[config.mk]
export PLATFORM = sky130hd
export DESIGN_NAME = tlb_sa
export DESIGN_NICKNAME = d
export VERILOG_FILES = /design/src/rtl/tlb_pkg.sv /design/src/rtl/tlb_store.sv /design/src/rtl/tlb_match.sv /design/src/rtl/tlb_victim.sv /design/src/rtl/tlb_sa.sv
export SDC_FILE = /design/constraint.sdc
export NUM_CORES = 2
export LEC_CHECK = 0
export BUFFER_PORTS_ARGS = -buffer_cell sky130_fd_sc_hd__buf_2
export CAP_MARGIN = 10
export CORE_MARGIN = 5
export CORE_UTILIZATION = 25
export CTS_BUF_LIST = sky130_fd_sc_hd__clkbuf_16
export CTS_CLUSTER_SIZE = 14
export DETAILED_ROUTE_END_ITERATION = 8
export PLACE_DENSITY = 0.47
export SLEW_MARGIN = 20
export SYNTH_ARGS = -nofsm -noshare
export SYNTH_HDL_FRONTEND = slang
export SYNTH_MEMORY_MAX_BITS = 65536
export SYNTH_SLANG_ARGS = --single-unit
[constraint.sdc]
create_clock -name clk -period 13.84 [get_ports clk]
set_input_delay 2.076 -clock clk [delete_from_list [all_inputs] [get_ports clk]]
set_output_delay 2.076 -clock clk [all_outputs]
set_load 0.005 [all_outputs]
[src/rtl/tlb_pkg.sv]
package tlb_pkg;
    localparam int VADDR_W   = 48;
    localparam int OFFSET_W  = 12;
    localparam int VPN_W     = VADDR_W - OFFSET_W;
    localparam int SET_IDX_W = 4;
    localparam int TAG_W     = VPN_W - SET_IDX_W;
    localparam int PPN_W     = 40;
    localparam int PADDR_W   = PPN_W + OFFSET_W;
    localparam int NUM_WAYS  = 4;
    localparam int WAY_IDX_W = $clog2(NUM_WAYS);
    localparam int NUM_SETS  = 1 << SET_IDX_W;

    typedef logic [VPN_W-1:0]     vpn_t;
    typedef logic [TAG_W-1:0]     tag_t;
    typedef logic [PPN_W-1:0]     ppn_t;
    typedef logic [SET_IDX_W-1:0] set_idx_t;
    typedef logic [WAY_IDX_W-1:0] way_idx_t;

    typedef struct packed {
        logic valid;
        tag_t tag;
        ppn_t ppn;
    } tlb_entry_t;

    typedef tlb_entry_t [NUM_WAYS-1:0] tlb_set_t;

    function automatic set_idx_t set_of(vpn_t v);
        return v[SET_IDX_W-1:0];
    endfunction

    function automatic tag_t tag_of(vpn_t v);
        return v[VPN_W-1:SET_IDX_W];
    endfunction

    function automatic vpn_t vpn_of(logic [VADDR_W-1:0] va);
        return va[VADDR_W-1:OFFSET_W];
    endfunction
endpackage

[src/rtl/tlb_store.sv]
module tlb_store
    import tlb_pkg::*;
(
    input  logic                       clk,
    input  logic                       rst,
    input  logic                       flush,
    input  logic                       wr_en,
    input  set_idx_t                   wr_set,
    input  way_idx_t                   wr_way,
    input  tag_t                       wr_tag,
    input  ppn_t                       wr_ppn,
    input  set_idx_t                   lk_set,
    output tlb_set_t                   lk_ways,
    input  set_idx_t                   rf_set,
    output logic [NUM_WAYS-1:0]        rf_valids,
    output tag_t [NUM_WAYS-1:0]        rf_tags
);
    tlb_set_t mem [NUM_SETS];

    // Flush and reset only drop valid flags; a flush wins over a write.
    always_ff @(posedge clk) begin
        if (rst || flush) begin
            for (int s = 0; s < NUM_SETS; s++) begin
                for (int w = 0; w < NUM_WAYS; w++) begin
                    mem[s][w].valid <= 1'b0;
                end
            end
        end else if (wr_en) begin
            mem[wr_set][wr_way] <= '{valid: 1'b1, tag: wr_tag, ppn: wr_ppn};
        end
    end

    assign lk_ways = mem[lk_set];

    always_comb begin
        for (int w = 0; w < NUM_WAYS; w++) begin
            rf_valids[w] = mem[rf_set][w].valid;
            rf_tags[w]   = mem[rf_set][w].tag;
        end
    end
endmodule

[src/rtl/tlb_match.sv]
module tlb_match
    import tlb_pkg::*;
(
    input  logic [NUM_WAYS-1:0] valids,
    input  tag_t [NUM_WAYS-1:0] tags,
    input  tag_t                key,
    output logic                hit,
    output way_idx_t            way
);
    logic [NUM_WAYS-1:0] hit_vec;

    for (genvar w = 0; w < NUM_WAYS; w++) begin : g_cmp
        assign hit_vec[w] = valids[w] && (tags[w] == key);
    end

    always_comb begin
        hit = |hit_vec;
        way = '0;
        for (int w = 0; w < NUM_WAYS; w++) begin
            if (hit_vec[w]) way = way_idx_t'(w);
        end
    end
endmodule

[src/rtl/tlb_victim.sv]
module tlb_victim
    import tlb_pkg::*;
(
    input  logic                clk,
    input  logic                rst,
    input  logic [NUM_WAYS-1:0] valids,
    input  set_idx_t            set_idx,
    input  logic                same_hit,
    input  way_idx_t            same_way,
    input  logic                commit,
    output way_idx_t            victim
);
    way_idx_t ptr [NUM_SETS];
    logic     free_found;
    way_idx_t free_way;

    // Lowest-numbered empty way.
    always_comb begin
        free_found = 1'b0;
        free_way   = '0;
        for (int w = NUM_WAYS - 1; w >= 0; w--) begin
            if (!valids[w]) begin
                free_found = 1'b1;
                free_way   = way_idx_t'(w);
            end
        end
    end

    always_comb begin
        if (same_hit)        victim = same_way;
        else if (free_found) victim = free_way;
        else                 victim = ptr[set_idx];
    end

    always_ff @(posedge clk) begin
        if (rst) begin
            for (int s = 0; s < NUM_SETS; s++) ptr[s] <= '0;
        end else if (commit && !same_hit && !free_found) begin
            ptr[set_idx] <= ptr[set_idx] + way_idx_t'(1);
        end
    end
endmodule

[src/rtl/tlb_sa.sv]
module tlb_sa
    import tlb_pkg::*;
(
    input  logic               clk,
    input  logic               rst,
    input  logic               lk_valid,
    input  logic [VADDR_W-1:0] lk_vaddr,
    output logic               lk_hit,
    output logic               lk_miss,
    output logic [PADDR_W-1:0] lk_paddr,
    input  logic               rf_valid,
    input  logic [VPN_W-1:0]   rf_vpn,
    input  logic [PPN_W-1:0]   rf_ppn,
    input  logic               kmode_enter
);
    vpn_t                lk_vpn;
    tlb_set_t            lk_ways;
    logic [NUM_WAYS-1:0] lk_valids;
    tag_t [NUM_WAYS-1:0] lk_tags;
    logic                lk_found;
    way_idx_t            lk_way;

    logic [NUM_WAYS-1:0] rf_valids;
    tag_t [NUM_WAYS-1:0] rf_tags;
    logic                rf_same_hit;
    way_idx_t            rf_same_way;
    way_idx_t            rf_victim;
    logic                rf_commit;

    assign lk_vpn    = vpn_of(lk_vaddr);
    assign rf_commit = rf_valid && !kmode_enter;

    tlb_store u_store (
        .clk       (clk),
        .rst       (rst),
        .flush     (kmode_enter),
        .wr_en     (rf_commit),
        .wr_set    (set_of(rf_vpn)),
        .wr_way    (rf_victim),
        .wr_tag    (tag_of(rf_vpn)),
        .wr_ppn    (rf_ppn),
        .lk_set    (set_of(lk_vpn)),
        .lk_ways   (lk_ways),
        .rf_set    (set_of(rf_vpn)),
        .rf_valids (rf_valids),
        .rf_tags   (rf_tags)
    );

    always_comb begin
        for (int w = 0; w < NUM_WAYS; w++) begin
            lk_valids[w] = lk_ways[w].valid;
            lk_tags[w]   = lk_ways[w].tag;
        end
    end

    tlb_match u_lk_match (
        .valids (lk_valids),
        .tags   (lk_tags),
        .key    (tag_of(lk_vpn)),
        .hit    (lk_found),
        .way    (lk_way)
    );

    tlb_match u_rf_match (
        .valids (rf_valids),
        .tags   (rf_tags),
        .key    (tag_of(rf_vpn)),
        .hit    (rf_same_hit),
        .way    (rf_same_way)
    );

    tlb_victim u_victim (
        .clk      (clk),
        .rst      (rst),
        .valids   (rf_valids),
        .set_idx  (set_of(rf_vpn)),
        .same_hit (rf_same_hit),
        .same_way (rf_same_way),
        .commit   (rf_commit),
        .victim   (rf_victim)
    );

    assign lk_hit   = lk_valid && lk_found;
    assign lk_miss  = lk_valid && !lk_found;
    assign lk_paddr = lk_hit ? {lk_ways[lk_way].ppn, lk_vaddr[OFFSET_W-1:0]} : '0;
endmodule

==> results.py <==
metrics = {
    "route": {
        "final_antenna_net_count": 0,
        "vias_per_cell": 5.197,
        "drt-total-wl_mm": 742.1,
        "post_drt_wl_per_cell_um": 35.53,
        "dr.pass1.iters": 8,
        "via_count": 108546,
        "initialDrtViolationCount": 16048,
        "drc": 0,
    },
    "cts": {
        "cts_buffers": 467,
        "hold_buffers": 0,
        "cts_setup_buffers": 0,
        "insertion_delay_ns": 1.08,
        "clkTransAtPathRegs_ns": 0.07,
        "cts-resized-gates": 0,
        "root_buffer": "clkbuf_16",
        "cts.sinks": 4704,
        "clock_path_buffers": 4,
        "h-tree-depth": 5,
        "cts_tree": "done",
    },
    "min_path": {
        "whs_path_depth": 2,
        "hold_class": "register to register",
        "hold_end": "u_store.mem[6][291]$_DFF_P_",
        "hp-start": "u_store.mem[6][291]$_DFF_P_",
    },
    "grt": {
        "grt_max_degree": 140,
        "grt_first_pass_wirelength_mm": 993.4,
        "antenna_found_initial": 96,
        "grtUsageTotal_pct": 17.42,
        "grt_pass1_vias": 110169,
        "overflow": 0,
    },
    "setup_path": {
        "cp-end-kind": "output pin",
        "r2r-start": "u_store.mem[3][190]$_DFFE_PP_",
        "critPathBufInv": 5,
        "slowest_stage": "buf_4",
        "cpMostUsedCell": "buf_4",
        "startpoint_type": "input port",
        "r2r-end": "u_store.mem[11][175]$_DFFE_PP_",
        "crit_path_cell_trace": "buf_12, buf_4, mux4_2, mux4_2, xnor2_1, nand4_1, or4_1, nor4_4, buf_4, a2111o_1, nand2_4, a221oi_1, buf_4, buf_2",
        "path_class": "input port to output pin",
        "r2r_setup_slack_ns": 6.35,
        "reg2reg_depth": 13,
        "cp_max_fo": 69,
        "required_ns": 11.76,
        "path_delay_family": "buffers and inverters",
        "worst_ep_arrival_time_ns": 9.51,
        "crit_path_max_incr_delay_ns": 0.86,
    },
    "timing": {
        "post-route-min-period_ns": 11.59,
        "maxSlewHeadroom_pct": 19.02,
        "finClkSkew_ns": 0.08632,
        "worst_slew_pin_slew_ns": 1.215,
        "fin_ws_ns": 2.250,
        "fin_setup_tns_ns": 0,
        "rsz0062_at_grt": "false",
        "finalHoldViolCount": 0,
        "fin_crit_sh_pct": 83.75,
        "max_clock_freq_mhz": 86.28,
        "slew_violations": 0,
        "setup_viol": 0,
    },
    "yosys": {
        "synth-main-ff-cell": "edfxtp_1",
        "synth_seq_cells": 4704,
        "async_flop_share_pct": 0,
        "synth_common_cells": "edfxtp_1 (4640), mux4_2 (1833), mux2i_1 (533)",
        "yosysMostFrequentCell": "edfxtp_1",
        "synth_cells": 9377,
        "yosysWarnings": 0,
        "ys_seq_area_share_pct": 69.80,
        "synth_nets": 9506,
        "yosys-top-cells-area": "edfxtp_1 (69%), mux4_2 (20%), mux2i_1 (2.6%)",
        "syn-cell-area_mm2": 0.2015,
        "avgSynthCellArea_um2": 21.48,
        "yosys.area.top_type_share_pct": 69.16,
        "synth_cell_type_count": 83,
        "synth_edf_count": 4640,
        "post-synth-top-area-cell": "edfxtp_1",
    },
    "power_and_ir_drop": {
        "p_per_area_mw_per_mm2": 131.7,
        "p_total_mw": 30.52,
        "p_leak_nw": 71.57,
        "irDropWorstVdd_uv": 122.0,
    },
    "flow_run": {
        "timing.max_cap.violations": 0,
    },
    "placement": {
        "dp_hpwl_mm": 427.5,
        "place_congestion": 0.8986,
        "dp_slack_ns": 1.912,
        "io_buffers": 182,
    },
    "layout": {
        "post-route-util_pct": 28.85,
        "fillers": 78117,
        "final_nets": 9854,
        "layout-drive-gt1-share_pct": 31.49,
        "area_growth_pct": 15.02,
    },
    "floorplan": {
        "die_area_mm2": 0.8239,
        "io_pins": 183,
        "design.core.area_mm2": 0.8031,
        "dieHeight_um": 907.7,
        "rows": 329,
        "start_util_pct": 25.08,
        "die_w_um": 907.7,
    },
    "outcome": {
        "status": "finished, final reports clean",
    },
}
-- logic make-up (layout without fill, tap and decap cells) --
group,count (synthesis),count (layout),synth area share (%)
AO/OA/AOI/OAI,574,574,2.100
XOR/XNOR,279,279,1.213
buffers and inverters,692,1431,1.787
flip-flops,4704,4704,69.80
multiplexers,2400,2400,23.33
other,0,13,0
AND/OR/NAND/NOR,728,728,1.769
-- worst reg2reg max path, delay by kind of cell (launching register included) --
kind | cells | cell delay [ns]
buffers and inverters | 3 | 1.89
AND/OR/NAND/NOR | 4 | 1.52
AO/OA/AOI/OAI | 3 | 1.41
multiplexers | 2 | 1.00
XOR/XNOR | 1 | 0.79
flip-flops | 1 | 0.43
-- how the worst max path moves through the flow --
stage	from	end	slack, ns	cells after the start
floorplan	rf_vpn[0]	u_store.mem[0][219]$_DFFE_PP_	2.89	18
global placement	lk_vaddr[12]	lk_paddr[48]	1.88	14
detailed placement	lk_vaddr[12]	lk_paddr[48]	1.91	14
CTS	lk_vaddr[12]	lk_paddr[48]	1.88	14
global route	lk_vaddr[13]	lk_paddr[48]	2.08	14
finish	lk_vaddr[13]	lk_paddr[48]	2.25	14
-- metal layers --
| layer | GRT usage, % | share of wire (%) | vias up | wire [µm] |
|---|---|---|---|---|
| met3 | 3.687 | 8.9 | 1257 | 65770 |
| met4 | 6.359 | 4.3 | 18 | 32000 |
| li1 | - | - | 41021 | - |
| met5 | 0 | 0.044 | - | 327 |
| met2 | 28.28 | 47 | 6047 | 349700 |
| met1 | 23.05 | 40 | 60203 | 294300 |
-- layout by cell type, fill, tap and decap left out, drive strengths merged, types with 13 or more instances in the layout --
cell type and instances:
a211o 42, a211oi 26, a21o 17, a21oi 91, a221oi 20, a22o 15, a22oi 79, a31o 17
a31oi 28, a32o 23, and2 21, and3 58, buf 536, bufinv 42, clkbuf 473, clkinv 237
clkinvlp 15, dfxtp 64, diode 13, edfxtp 4640, inv 128, mux2 34, mux2i 533, mux4 1833
nand2 269, nand2b 13, nand3 33, nand4 43, nor2 119, nor2b 50, nor3 61, nor4 25
o21ai 53, o22ai 27, o31ai 38, xnor2 207, xor2 72
-- metrics by stage --
stage | cell area [µm²] | cells | hold WS [ns]
6_report | 231700 | 20886 | 0.4749
3_3_place_gp | 216500 | 20008 | 0.4504
2_1_floorplan | 201500 | 9377 | 0.4366
5_1_grt | 231700 | 20873 | 0.4915
4_1_cts | 231500 | 20870 | 0.4728
3_5_place_dp | 216600 | 20010 | 0.4619
-- sequential cells by signal, indices dropped and copies added (netlist names) --
name	count
u_store.mem	4672
u_victim.ptr	32
-- where the power goes --
group | internal (mW) | total, mW | switching (mW)
clock network | 6.96 | 12.7 | 5.70
logic | 0.779 | 2.18 | 1.40
registers | 15.7 | 15.7 | 0.00881
-- area by class of cell --
cell class	count	area [µm²]	share of cell area, %
clock buffers	472	11810	5.098
inverters	34	155.1	0.06696
clock inverters	388	3120	1.347
flip-flops and latches	4704	140600	60.69
repair buffers	537	4810	2.076
multi-input cells	3981	57700	24.90
diodes	13	32.53	0.01404
well taps	10757	13460	5.809
(Power assumes the default switching activity.)
